<file path="config.mk">
export PLATFORM = sky130hd
export DESIGN_NAME = ivtimer
export DESIGN_NICKNAME = d
export VERILOG_FILES = /design/src/rtl/ivt_pkg.sv /design/src/rtl/ivt_regs.sv /design/src/rtl/ivt_count.sv /design/src/rtl/ivt_irq.sv /design/src/rtl/ivtimer.sv
export SDC_FILE = /design/constraint.sdc
export NUM_CORES = 1
export LEC_CHECK = 0
export BUFFER_PORTS_ARGS = -buffer_cell sky130_fd_sc_hd__buf_2
export CELL_PAD_IN_SITES_DETAIL_PLACEMENT = 0
export CELL_PAD_IN_SITES_GLOBAL_PLACEMENT = 1
export CORE_MARGIN = 1
export CORE_UTILIZATION = 46
export DETAILED_ROUTE_END_ITERATION = 10
export PLACE_DENSITY_LB_ADDON = 0.1
export SLEW_MARGIN = 10
export SYNTH_ARGS = -nofsm -noshare
export SYNTH_HDL_FRONTEND = slang
export SYNTH_HIERARCHICAL = 1
export SYNTH_SLANG_ARGS = --single-unit
</file>
<file path="constraint.sdc">
create_clock -name clk -period 2.4 [get_ports clk]
set_input_delay 0.12 -clock clk [delete_from_list [all_inputs] [get_ports clk]]
set_output_delay 0.12 -clock clk [all_outputs]
set_load 0.01 [all_outputs]
</file>
<file path="src/rtl/ivt_pkg.sv">
package ivt_pkg;

    localparam int BYTE_W = 8;

    typedef enum logic [1:0] {
        SEL_LO   = 2'd0,
        SEL_HI   = 2'd1,
        SEL_CTRL = 2'd2,
        SEL_INT  = 2'd3
    } reg_sel_e;

    // control byte bit positions
    localparam int CB_RUN   = 0;
    localparam int CB_ONE   = 1;
    localparam int CB_FORCE = 4;

    // status byte bit positions
    localparam int SB_FLAG = 0;
    localparam int SB_MASK = 1;
    localparam int SB_LINE = 7;

    typedef struct packed {
        logic oneshot;
        logic run;
    } ctrl_t;

    function automatic logic [BYTE_W-1:0] ctrl_byte(input ctrl_t c);
        logic [BYTE_W-1:0] b;
        b = '0;
        b[CB_RUN] = c.run;
        b[CB_ONE] = c.oneshot;
        return b;
    endfunction

    function automatic logic [BYTE_W-1:0] status_byte(input logic flag,
                                                      input logic mask,
                                                      input logic line);
        logic [BYTE_W-1:0] b;
        b = '0;
        b[SB_FLAG] = flag;
        b[SB_MASK] = mask;
        b[SB_LINE] = line;
        return b;
    endfunction

endpackage

</file>
<file path="src/rtl/ivt_regs.sv">
module ivt_regs
    import ivt_pkg::*;
#(
    parameter int DATA_W = BYTE_W,
    localparam int CNT_W = 2 * DATA_W
) (
    input  logic              clk,
    input  logic              rst,
    input  logic [1:0]        addr,
    input  logic              wr_en,
    input  logic [DATA_W-1:0] wr_data,
    input  logic              run_clear,
    output logic [CNT_W-1:0]  latch,
    output ctrl_t             ctrl,
    output logic              mask,
    output logic              load_req,
    output logic [CNT_W-1:0]  load_val
);

    logic [DATA_W-1:0] lat_lo, lat_hi;
    logic lo_wr, hi_wr, ctl_wr, int_wr;

    assign lo_wr  = wr_en && (reg_sel_e'(addr) == SEL_LO);
    assign hi_wr  = wr_en && (reg_sel_e'(addr) == SEL_HI);
    assign ctl_wr = wr_en && (reg_sel_e'(addr) == SEL_CTRL);
    assign int_wr = wr_en && (reg_sel_e'(addr) == SEL_INT);

    always_ff @(posedge clk) begin
        if (rst) begin
            lat_lo <= '1;
            lat_hi <= '1;
            ctrl   <= '0;
            mask   <= 1'b0;
        end else begin
            if (lo_wr) lat_lo <= wr_data;
            if (hi_wr) lat_hi <= wr_data;
            if (ctl_wr) begin
                ctrl.run     <= wr_data[CB_RUN];
                ctrl.oneshot <= wr_data[CB_ONE];
            end else if (run_clear) begin
                ctrl.run <= 1'b0;
            end
            if (int_wr) mask <= wr_data[SB_MASK];
        end
    end

    assign latch = {lat_hi, lat_lo};

    // high-byte write while stopped, or explicit force bit
    assign load_req = (hi_wr && !ctrl.run) || (ctl_wr && wr_data[CB_FORCE]);
    assign load_val = hi_wr ? {wr_data, lat_lo} : latch;

endmodule

</file>
<file path="src/rtl/ivt_count.sv">
module ivt_count #(
    parameter int CNT_W = 16
) (
    input  logic             clk,
    input  logic             rst,
    input  logic             run,
    input  logic             load_req,
    input  logic [CNT_W-1:0] load_val,
    input  logic [CNT_W-1:0] latch,
    output logic [CNT_W-1:0] cnt,
    output logic             under,
    output logic             reload_q
);

    localparam logic [CNT_W-1:0] FLOOR = CNT_W'(1);

    // underflow point: last counted value, next edge refills
    assign under = run && !reload_q && (cnt <= FLOOR);

    always_ff @(posedge clk) begin
        if (rst) begin
            cnt      <= '1;
            reload_q <= 1'b0;
        end else if (load_req) begin
            cnt      <= load_val;
            reload_q <= 1'b0;
        end else if (run) begin
            if (reload_q) begin
                reload_q <= 1'b0;          // latch value shown a second time
            end else if (under) begin
                cnt      <= latch;
                reload_q <= 1'b1;
            end else begin
                cnt <= cnt - FLOOR;
            end
        end else begin
            reload_q <= 1'b0;
        end
    end

endmodule

</file>
<file path="src/rtl/ivt_irq.sv">
module ivt_irq #(
    parameter int REVISION = 0
) (
    input  logic clk,
    input  logic rst,
    input  logic under,
    input  logic reload_q,
    input  logic clr_req,
    input  logic mask,
    output logic flag,
    output logic irq
);

    logic set_evt;

    generate
        if (REVISION != 0) begin : g_early
            assign set_evt = under;
        end else begin : g_late
            assign set_evt = reload_q;
        end
    endgenerate

    always_ff @(posedge clk) begin
        if (rst)          flag <= 1'b0;
        else if (set_evt) flag <= 1'b1;
        else if (clr_req) flag <= 1'b0;
    end

    assign irq = flag & mask;

endmodule

</file>
<file path="src/rtl/ivtimer.sv">
module ivtimer
    import ivt_pkg::*;
#(
    parameter int REVISION = 0,
    parameter int DATA_W   = BYTE_W
) (
    input  logic              clk,
    input  logic              rst,
    input  logic [1:0]        addr,
    input  logic              wr_en,
    input  logic [DATA_W-1:0] wr_data,
    input  logic              rd_en,
    output logic [DATA_W-1:0] rd_data,
    output logic              irq
);

    localparam int CNT_W = 2 * DATA_W;

    logic [CNT_W-1:0] latch_q, load_val, cnt_q;
    ctrl_t            ctrl_q;
    logic             mask_q, load_req, under, reload_q, flag_q;
    logic             run_q, one_q, run_clear, clr_req;

    assign run_q     = ctrl_q.run;
    assign one_q     = ctrl_q.oneshot;
    assign run_clear = under && one_q;
    assign clr_req   = rd_en && (reg_sel_e'(addr) == SEL_INT);

    ivt_regs #(.DATA_W(DATA_W)) u_regs (
        .clk      (clk),
        .rst      (rst),
        .addr     (addr),
        .wr_en    (wr_en),
        .wr_data  (wr_data),
        .run_clear(run_clear),
        .latch    (latch_q),
        .ctrl     (ctrl_q),
        .mask     (mask_q),
        .load_req (load_req),
        .load_val (load_val)
    );

    ivt_count #(.CNT_W(CNT_W)) u_count (
        .clk     (clk),
        .rst     (rst),
        .run     (run_q),
        .load_req(load_req),
        .load_val(load_val),
        .latch   (latch_q),
        .cnt     (cnt_q),
        .under   (under),
        .reload_q(reload_q)
    );

    ivt_irq #(.REVISION(REVISION)) u_irq (
        .clk     (clk),
        .rst     (rst),
        .under   (under),
        .reload_q(reload_q),
        .clr_req (clr_req),
        .mask    (mask_q),
        .flag    (flag_q),
        .irq     (irq)
    );

    always_comb begin
        unique case (reg_sel_e'(addr))
            SEL_LO:   rd_data = cnt_q[DATA_W-1:0];
            SEL_HI:   rd_data = cnt_q[CNT_W-1:DATA_W];
            SEL_CTRL: rd_data = DATA_W'(ctrl_byte(ctrl_q));
            SEL_INT:  rd_data = DATA_W'(status_byte(flag_q, mask_q, irq));
        endcase
    end

endmodule

</file>
# [Word-level counts from Yosys, hierarchy flattened]
# Cells that the tools add are included.
[totals] regBits=37 input_bits=14 output_inout_bits=9 word_cells=46
[op_classes] addsub=1 n_lt_le_gt_ge=1 n_eq_ne=4 mux=11 n_bitwise=2 n_reduce_logical=19
[op_table] cell="16-bit 2-to-1 mux" count=5
[op_table] cell="8-bit case mux with 4 select lines" count=1
[op_table] cell="16-bit by 1-bit <= comparator with 1-bit output, second input constant" count=1
[op_table] cell="16-bit by 1-bit subtractor with 16-bit output, second input constant" count=1
[op_table] cell="1-bit logical AND" count=10
[op_table] cell="2-bit nonzero test" count=3
[op_table] cell="1-bit 2-to-1 mux" count=5
[op_table] cell="2-bit equality test, second input constant" count=2
[op_table] cell="4-bit OR reduction" count=1
[op_table] cell="2-bit by 1-bit equality test with 1-bit output, second input constant" count=1
[op_table] cell="1-bit zero test" count=2
[op_table] cell="2-bit zero test" count=1
[op_table] cell="2-bit != test, second input constant" count=1
[op_table] cell="2-bit AND reduction" count=1
[op_table] cell="1-bit AND" count=1
[op_table] cell="1-bit logical OR" count=1
[op_table] cell="1-bit inverter" count=1

# [Longest topological paths before layout]
# Gate-level depths: netlist of the first run.
[logic_depth] word_depth=7 ltp_mapped=8 ltp_nobuf=7

# [Modules after synthesis]
# Netlist of the first run, hierarchy kept.
[modules_own_cells] mod="ivt_count" instances=1 cells_per_inst=142 area_each_um2=1247.4 seq_area_each_um2=340.3
[modules_own_cells] mod="ivt_regs" instances=1 cells_per_inst=93 area_each_um2=930.9 seq_area_each_um2=380.4
[modules_own_cells] mod="ivtimer" instances=1 cells_per_inst=19 area_each_um2=177.7 seq_area_each_um2=0.0
[modules_own_cells] mod="ivt_irq" instances=1 cells_per_inst=5 area_each_um2=45.0 seq_area_each_um2=20.0

# [Least setup slack after synthesis of the first run]
# No wires, ideal clock.
[synth_path] kind="register to register" startpoint="reg u_count.cnt[0]" endpoint="reg, netlist name u_regs/ctrl[0]" arrival_ps=2084 t_required_ps=2328 path_slack_ps=244 path_stages_with_launch=9 path_cell_list="dfxtp_1 > inv_1 > ha_1 > o21ai_0 > nor4_4 > buf_6 > and2_1 > or3b_2 > mux2i_1"
[synth_via] elab_chain_cells=4
[synth_rtl] element="from (decl)" line_no="ivt_count.sv:10" rtl="output logic [CNT_W-1:0] cnt,"
[synth_rtl] element="from (signal assigned)" line_no="ivt_count.sv:25" rtl="cnt <= load_val;"
[synth_rtl] element="from (signal assigned)" line_no="ivt_count.sv:31" rtl="cnt <= latch;"
[synth_rtl] element="from (signal assigned)" line_no="ivt_count.sv:34" rtl="cnt <= cnt - FLOOR;"
[synth_rtl] element="16-bit by 1-bit <= comparator with 1-bit output" line_no="ivt_count.sv:18" rtl="assign under = run && !reload_q && (cnt <= FLOOR);"
[synth_rtl] element="1-bit logical AND" line_no="ivt_count.sv:18"
[synth_rtl] element="net under" line_no="ivtimer.sv:21" rtl="logic mask_q, load_req, under, reload_q, flag_q;"
[synth_rtl] element="1-bit logical AND" line_no="ivtimer.sv:26" rtl="assign run_clear = under && one_q;"
[synth_rtl] element="net run_clear" line_no="ivtimer.sv:22" rtl="logic run_q, one_q, run_clear, clr_req;"
[synth_rtl] element="2-bit nonzero test (no line)"
# The timed path passes the listed nets, and every way through them passes these cells.
# A chain may end at the register's enable or synchronous reset.

# [Worst setup path in the final report of the first run]
[layout_path] startpoint="reg u_count.cnt[0]" endpoint="reg, netlist name u_regs/ctrl[0]"
[layout_via] elab_chain_cells=4
[layout_rtl] element="16-bit by 1-bit <= comparator with 1-bit output" line_no="ivt_count.sv:18"
[layout_rtl] element="1-bit logical AND" line_no="ivt_count.sv:18"
[layout_rtl] element="net under" line_no="ivtimer.sv:21"
[layout_rtl] element="1-bit logical AND" line_no="ivtimer.sv:26"
[layout_rtl] element="net run_clear" line_no="ivtimer.sv:22"
[layout_rtl] element="2-bit nonzero test (no line)"
# The timed path passes the listed nets, and every way through them passes these cells.

==> run_results.csv, run 1 <==
group,metric,value,unit
run_status,status,"finished, final reports clean",
synth,yosys.area.top_type,"dfxtp_1",
synth,ys_warn_count,6,
power_and_ir_drop,power_frac_clock,0.348,
critical_path,required,2.63,ns
power_and_ir_drop,combinationalPowerShare,0.166,
timing,tns,0,ns
power_and_ir_drop,power.switching,405,uW
power_and_ir_drop,p_int,1.03,mW
placement,pre_cts_ws,0.286,ns
synth,synth_commonest_cells,"nor2_1, dfxtp_1, mux2i_1",
flow_run,drv_cap,0,
die,fp.dieW,74.2,um
clock_network,cts_setup_buffers,0,
grt,grt_overflow,0,
clock_network,cts_buffer_depth,2,
synth,synth_adder_area_share,0.0104,
timing,fin_crit_sh,0.888,
synth,synthTopCellsByArea,"dfxtp_1, mux2i_1, nor2_1",
placement,gp_congestion,0.805,
grt,first_global_vias,1909,
synth,synth_top_area_frac,0.308,
clock_network,cts_buffers,5,
drt,dr.first_iter.drc_count,166,
synth,syn-cell-area,2400,um2
die,rows,25,
synth,synthMuxAreaShare,0.193,
synth,ys_types,49,
synth,synth-xor-area-share,0.0438,
drt,vias,1906,
layout,multi_input_area,1460,um2
layout,layout-drive-gt1-share,0.248,
drt,vias_per_cell,5.52,
synth,synth_top_family_by_area,"simple AND/OR/NAND/NOR gates",
layout,diodes,0,
drt,drt-wirelength-per-cell,17.2,um
die,start_util,0.492,
synth,postSynthCellCount,259,
timing,finalHoldViolCount,0,
timing,tightest_slew,0.844,ns
placement,dpl_cell_area,2510,um2
timing,fmax,469,MHz
synth,synth_edf_count,0,
power_and_ir_drop,vdd_drop_max,0.265,mV
drt,antenna_left,0,
critical_path,crit_type,"flip-flop to flip-flop",
layout,fillerInstances,492,
synth,yosys.area_share.simple,0.214,
die,io_pins,23,
timing,relSlewSlack,0.438,
layout,area_growth,9.02,%
timing,skew,0.00665,ns
grt,grt_max_degree,49,
power_and_ir_drop,power_density,547,nW/um2
layout,seqCellArea,741,um2
critical_path,critPathMaxFanout,13,
synth,yosysSeqAreaShare,0.308,
synth,ys.flop_type,"dfxtp_1",
critical_path,crit_arrival,2.36,ns
timing,finalSetupViolations,0,
hold_path,min_path_type,"input port to flip-flop",
layout,fin_area,2620,um2
timing,rsz0062_at_grt,"false",
clock_network,cts_root_buf,"clkbuf_8",
die,die_h,74.2,um
clock_network,clkSinkCount,37,
grt,grt_pass1_wl,9.69,mm
clock_network,cts_resized,0,
synth,syn_area_per_cell,9.27,um2
clock_network,cts_hold_buf,0,
clock_network,tritoncts,"built",
placement,port_buffers,22,
drt,drc_errors,0,
power_and_ir_drop,p_leak,1.10,nW
synth,synth_nets,275,
power_and_ir_drop,p_sw_frac,0.283,
timing,slew_violations,0,
synth,synthArstFlopShare,0,
clock_network,worstSkewPairLatency,0.29,ns
drt,dr.pass1.iters,4,
synth,yosysMostFrequentCell,"nor2_1",
timing,fin_ws,0.270,ns
clock_network,htree_levels,2,
die,core_area,4880,um2
layout,finalNetCount,293,
critical_path,end_kind,"flip-flop",
grt,grt_usage,0.239,
clock_network,clkTransAtPathRegs,0.08,ns
placement,post-dp-hpwl,4.28,mm
timing,fin_crit,2.13,ns
synth,ys_seq_elements,37,
drt,wl,5.92,mm
die,die_area,5510,um2
power_and_ir_drop,seqPwrFrac,0.485,
synth,synth-compound-area-share,0.145,
grt,antenna_found_initial,0,
critical_path,startpoint_type,"flip-flop",
## registers in the layout, summed over array words and instances (netlist names)
name and count:
u_regs/lat_lo 8, u_regs/lat_hi 8, u_count/reload_q 1, u_regs/ctrl 2, u_count/cnt 16, u_irq/flag 1
u_regs/mask 1
## power by group through the flow
| stage | Sequential [mW] | Combinational [mW] | Clock, mW |
|---|---|---|---|
| CTS | 0.695 | 0.238 | 0.517 |
| detailed placement | 0.709 | 0.236 | 0 |
| floorplan | 0.693 | 0.181 | 0 |
| finish | 0.695 | 0.238 | 0.499 |
| global placement | 0.709 | 0.237 | 0 |
| global route | 0.700 | 0.264 | 0.539 |
## critical path: stages (launching register included)
cell     delay (ns)
dfxtp_1        0.41
inv_1          0.10
ha_1           0.25
o21ai_0        0.17
buf_4          0.16
nor4_4         0.04
buf_4          0.20
and2_1         0.16
or3b_2         0.45
mux2i_1        0.13
## routing by layer
metal | share of wire | GRT usage | wire length, um
met1 | 0.50 | 0.335 | 2940
met2 | 0.45 | 0.367 | 2690
met3 | 0.039 | 0.0461 | 230
met4 | 0.011 | 0.0860 | 65
met5 | 0 | 0 | 0
## stage by stage
stage,power (mW),std cells,hold WS (ns),utilization
detailed placement,0.945,337,0.414,0.515
floorplan,0.874,259,0.182,-
global placement,0.946,337,0.402,0.515
finish,1.43,345,0.118,0.536
CTS,1.45,345,0.106,0.536
global route,1.50,345,0.119,0.536
## final timing paths
kind | from | to | slack, ns | depth (start not counted)
setup / recovery | u_count/cnt[0]$_SDFFE_PP1P_ | u_regs/ctrl[0]$_SDFFE_PP0P_ | 0.27 | 9
hold / removal | wr_data[7] | u_regs/lat_hi[7]$_SDFFE_PP1P_ | 0.12 | 3
setup reg to reg | u_count/cnt[0]$_SDFFE_PP1P_ | u_regs/ctrl[0]$_SDFFE_PP0P_ | 0.27 | 9
hold reg to reg | u_count/reload_q$_SDFF_PP0_ | u_irq/flag$_SDFFE_PP0P_ | 0.47 | 2
## layout make-up
cell class                      instances  area share
Clock buffer                            7      0.0368
Clock inverter                          1     0.00335
Inverter                                6     0.00860
Multi-Input combinational cell        192       0.557
Sequential cell                        37       0.283
Tap cell                               67      0.0320
Timing Repair Buffer                   35      0.0793
## placed cells by master (no fill, tap or decap), drive strengths merged, types with 9 or more instances in the layout
cell type  netlist  layout
a31oi            9       9
dfxtp           37      37
nor2            43      43
mux2             9       9
o21ai           12      12
a21oi           11      11
mux2i           31      31
buf             17      35
## cell families after synthesis
group / Yosys count
buffers and inverters: 30
AND/OR/NAND/NOR: 85
XOR/XNOR: 12
flip-flops: 37
adder cells (fa/ha/maj): 2
multiplexers: 42
AO/OA/AOI/OAI: 51
No activity file was read; power rests on OpenSTA's default activity.
==> inputs of run 2 (changes only) <==
- clock period: 2.4 -> 2.2 ns (I/O delays scaled with it)
==> run 2 against run 1 <==
Against the previous run: final cell count grew 2.3%; clock-buffer cell count shrank 2; global-route usage shrank 0.38 points; sequential power grew 7.5%; critical endpoint unchanged.
==> run_results.csv, run 2 (same netlist as run 1, synthesis figures left out) <==
group,metric,value,unit
grt,grt_usage,0.235,
drt,wl,5.92,mm
layout,final_common_cell,"nor2_1",
layout,diodes,0,
layout,final_cell_mix,"nor2_1, dfxtp_1, mux2i_1",
layout,largest_reg_flops,16,
critical_path,required,2.42,ns
layout,finalNetCount,301,
timing,slew_violations,0,
die,start_util,0.492,
hold_path,min_path_type,"input port to flip-flop",
placement,post-dp-hpwl,4.39,mm
clock_network,cts_buffer_depth,2,
timing,finalSetupViolations,0,
die,die_h,74.2,um
layout,area_growth,12.0,%
timing,finalHoldViolCount,0,
clock_network,cts_buffers,5,
timing,fin_crit_sh,0.938,
critical_path,critical_path.max_stage_delay,0.45,ns
grt,antenna_found_initial,0,
placement,gp_congestion,0.860,
die,io_pins,23,
grt,grt_pass1_wl,9.41,mm
critical_path,crit_arrival,2.29,ns
die,die_area,5510,um2
placement,pre_cts_ws,0.0507,ns
power_and_ir_drop,p_leak,1.14,nW
timing,rsz0062_at_grt,"false",
layout,fillerInstances,485,
timing,fin_ws,0.137,ns
clock_network,clkTransAtPathRegs,0.08,ns
power_and_ir_drop,vdd_drop_max,0.372,mV
drt,dr.pass1.iters,4,
critical_path,path_cells,"inv_1 -> ha_1 -> o21ai_0 -> buf_4 -> nor4_4 -> buf_4 -> and2_1 -> or3b_2 -> mux2i_1",
drt,antenna_left,0,
critical_path,startpoint_type,"flip-flop",
grt,grt_max_degree,49,
critical_path,crit_top_cell,"buf_4",
clock_network,cts_hold_buf,0,
grt,first_global_vias,1799,
drt,drt-wirelength-per-cell,16.8,um
timing,relSlewSlack,0.363,
grt,grt_overflow,0,
die,core_area,4880,um2
critical_path,path_buf_inv,3,
timing,tns,0,ns
clock_network,cts_root_buf,"clkbuf_8",
critical_path,critPathMaxFanout,7,
layout,reg_top3,"u_count/cnt: 16 flops, u_regs/lat_hi: 8 flops, u_regs/lat_lo: 8 flops",
clock_network,clkSinkCount,37,
layout,layout-drive-gt1-share,0.276,
die,fp.dieW,74.2,um
layout,regMostFlops,"u_count/cnt",
run_status,status,"finished, final reports clean",
drt,drc_errors,0,
placement,port_buffers,22,
timing,skew,0.00596,ns
timing,tightest_slew,0.953,ns
critical_path,crit_type,"flip-flop to flip-flop",
flow_run,drv_cap,0,
clock_network,htree_levels,2,
die,rows,25,
power_and_ir_drop,power_density,606,nW/um2
timing,fmax,485,MHz
critical_path,rrSetupSlack,0.14,ns
timing,fin_crit,2.06,ns
clock_network,worstSkewPairLatency,0.29,ns
drt,vias_per_cell,5.46,
clock_network,tritoncts,"built",
critical_path,cp_slowest_cell,"or3b_2",
critical_path,path_delay_family,"simple AND/OR/NAND/NOR gates",
critical_path,end_kind,"flip-flop",
drt,dr.first_iter.drc_count,144,
drt,vias,1926,
==> run 2: final timing paths <==
kind / endpoint / cells after the start / startpoint
worst max register to register: u_regs/ctrl[0]$_SDFFE_PP0P_ / 9 / u_count/cnt[1]$_SDFFE_PP1P_
worst min register to register: u_irq/flag$_SDFFE_PP0P_ / 2 / u_count/reload_q$_SDFF_PP0_
worst max-delay path: u_regs/ctrl[0]$_SDFFE_PP0P_ / 9 / u_count/cnt[1]$_SDFFE_PP1P_
worst min-delay path: u_regs/lat_lo[7]$_SDFFE_PP1P_ / 3 / wr_data[7]
==> run 2: final cells by class <==
class                   instances  area (um2)  share of cell area
multi-input cells             192        1460               0.542
flip-flops and latches         37         743               0.276
repair buffers                 43         268              0.0995
well taps                      67        83.8              0.0312
clock buffers                   5        68.8              0.0256
clock inverters                 3        46.3              0.0172
inverters                       6        22.5             0.00837
==> run 2: worst reg2reg max path, stage by stage (launching register included) <==
cell and delay (ns):
dfxtp_2 0.39, inv_1 0.09, ha_1 0.23, o21ai_0 0.17
buf_4 0.16, nor4_4 0.05, buf_4 0.17, and2_1 0.15
or3b_2 0.45, mux2i_1 0.12
==> run 2: per-stage QoR <==
| step | util | cells | total power, mW | hold WS [ns] | cell area [um2] |
|---|---|---|---|---|---|
| floorplan | - | 259 | 0.954 | 0.172 | 2400 |
| global placement | 0.524 | 343 | 1.04 | 0.393 | 2560 |
| detailed placement | 0.524 | 343 | 1.04 | 0.406 | 2560 |
| CTS | 0.548 | 351 | 1.64 | 0.0913 | 2670 |
| global route | 0.551 | 353 | 1.71 | 0.0963 | 2690 |
| finish | 0.551 | 353 | 1.63 | 0.0979 | 2690 |
==> run 2: per-layer routing <==
layer	vias up	routed length (um)	track usage	part of all wire
met2	43	2610	0.346	0.44
met3	7	259	0.0434	0.044
met4	0	72	0.0776	0.012
li1	968	-	-	-
met5	-	0	0	0
met1	908	2980	0.345	0.50
==> run 2: power breakdown <==
| part | internal (mW) | switching (mW) | total, mW |
|---|---|---|---|
| Sequential | 0.708 | 0.0396 | 0.747 |
| Combinational | 0.134 | 0.149 | 0.283 |
| Clock | 0.339 | 0.261 | 0.601 |
| Total | 1.18 | 0.449 | 1.63 |
==> run 2: what timing repair did <==
item                                    in CTS  in global routing
gates resized for setup                      0                  2
endpoints found under the setup margin       0                  4
buffers inserted                             0                  2
==> inputs of run 3 (changes only) <==
- SETUP_SLACK_MARGIN: not set -> 0.15
- SKIP_LAST_GASP: not set -> 1
==> run 3 against run 2 <==
Against the previous run: clock-buffer cell count rose by 2; via count is essentially flat; clock skew up 0.0016 ns; core utilization shrank 0.87 points; sequential power grew 1%; sequential share of layout area grew 0.35 points; die area unchanged.
==> run_results.csv, run 3 (same netlist as run 1, synthesis figures left out) <==
group,metric,value,unit
run_status,status,"finished, final reports clean",
clock_network,cts_root_buf,"clkbuf_8",
die,die_h,74.2,um
critical_path,required,2.38,ns
critical_path,critPathMaxFanout,7,
grt,antenna_found_initial,0,
clock_network,cts_buffers,5,
clock_network,tritoncts,"built",
clock_network,clkSinkCount,37,
timing,fin_crit_sh,0.881,
timing,skew,0.00754,ns
critical_path,crit_type,"flip-flop to flip-flop",
timing,fmax,516,MHz
grt,grt_max_degree,49,
die,rows,25,
placement,port_buffers,22,
clock_network,worstSkewPairLatency,0.29,ns
hold_path,min_path_type,"input port to flip-flop",
drt,wl,5.75,mm
drt,dr.pass1.iters,4,
clock_network,cts_buffer_depth,2,
flow_run,drv_cap,0,
critical_path,critical_path.max_stage_delay,0.61,ns
drt,vias,1925,
die,fp.dieW,74.2,um
power_and_ir_drop,vdd_drop_max,0.423,mV
die,io_pins,23,
die,core_area,4880,um2
layout,layout-drive-gt1-share,0.262,
timing,tightest_slew,0.851,ns
power_and_ir_drop,power,1.55,mW
drt,vias_per_cell,5.52,
critical_path,startpoint_type,"flip-flop",
critical_path,cp_slowest_cell,"or4_4",
layout,final_cell_mix,"nor2_1, dfxtp_1, mux2i_1",
timing,finalSetupViolations,0,
timing,slew_violations,0,
drt,antenna_left,0,
placement,pre_cts_ws,0.194,ns
drt,dr.first_iter.drc_count,118,
timing,fin_crit,1.94,ns
timing,tns,0,ns
critical_path,crit_arrival,2.11,ns
die,start_util,0.492,
power_and_ir_drop,power_density,585,nW/um2
layout,regMostFlops,"u_count/cnt",
timing,rsz0062_at_grt,"false",
clock_network,htree_levels,2,
grt,grt_pass1_wl,9.22,mm
layout,diodes,0,
timing,fin_ws,0.262,ns
timing,finalHoldViolCount,0,
hold_path,hold_depth,3,
layout,area_growth,10.3,%
timing,timing.hold.ws,0.0908,ns
critical_path,path_cells,"or4_4 -> nor4_4 -> buf_4 -> mux2i_1 -> o21ai_1",
layout,reg_top3,"u_count/cnt: 16 flops, u_regs/lat_hi: 8 flops, u_regs/lat_lo: 8 flops",
grt,first_global_vias,1797,
die,die_area,5510,um2
grt,grt_overflow,0,
grt,grt_usage,0.231,
drt,drc_errors,0,
drt,drt-wirelength-per-cell,16.5,um
layout,largest_reg_flops,16,
clock_network,clkTransAtPathRegs,0.08,ns
critical_path,end_kind,"flip-flop",
critical_path,path_delay_family,"simple AND/OR/NAND/NOR gates",
placement,gp_congestion,0.818,
critical_path,path_buf_inv,1,
layout,finalNetCount,297,
critical_path,r2r_cells,5,
layout,final_common_cell,"nor2_1",
critical_path,cp.depth,5,
placement,post-dp-hpwl,4.21,mm
timing,relSlewSlack,0.432,
power_and_ir_drop,p_leak,1.13,nW
-- run 3: tightest hold or removal path, delay by kind of cell --
kind                   cells  cell delay (ns)
AND/OR/NAND/NOR            1             0.05
buffers and inverters      1             0.09
multiplexers               1             0.10
-- run 3: power breakdown --
part           switching, mW  leakage [nW]  total [mW]  internal [mW]
logic                  0.135         0.769       0.261          0.125
registers             0.0504         0.303       0.757          0.706
clock network          0.249        0.0542       0.532          0.283
-- run 3: metal layers --
metal | GRT usage | vias to the layer above | part of all wire | routed length, um
met5 | 0 | - | 0 | 0
met4 | 0.0818 | 0 | 0.013 | 75
met3 | 0.0420 | 7 | 0.035 | 203
met2 | 0.360 | 36 | 0.46 | 2670
met1 | 0.321 | 920 | 0.49 | 2800
li1 | - | 962 | - | -
-- run 3: worst paths after layout --
check,from,to,slack [ns]
setup / recovery,u_count/cnt[7]$_SDFFE_PP1P_,u_count/cnt[5]$_SDFFE_PP1P_,0.26
hold / removal,wr_data[7],u_regs/lat_hi[7]$_SDFFE_PP1P_,0.09
setup reg to reg,u_count/cnt[7]$_SDFFE_PP1P_,u_count/cnt[5]$_SDFFE_PP1P_,0.26
hold reg to reg,u_count/reload_q$_SDFF_PP0_,u_irq/flag$_SDFFE_PP0P_,0.48
-- run 3: through the flow --
| step | util | instance area [um2] | cells |
|---|---|---|---|
| 5_1_grt | 0.543 | 2650 | 349 |
| 6_report | 0.543 | 2650 | 349 |
| 2_1_floorplan | - | 2400 | 259 |
| 4_1_cts | 0.540 | 2640 | 348 |
| 3_5_place_dp | 0.519 | 2530 | 340 |
| 3_3_place_gp | 0.519 | 2530 | 340 |
-- run 3: final cells by class --
cell class | instances | area, um2
Inverter | 6 | 22.5
Sequential cell | 37 | 741
Clock inverter | 1 | 5.00
Timing Repair Buffer | 39 | 238
Fill cell | 468 | 2230
Multi-Input combinational cell | 192 | 1460
Tap cell | 67 | 83.8
Clock buffer | 7 | 96.3
-- run 3: what timing repair did --
action	4_1_cts	5_1_grt
setup buffers	0	1
hold buffers	0	0
endpoints found under the hold margin	0	0
gates resized for setup	0	1
setup endpoints to repair	0	4
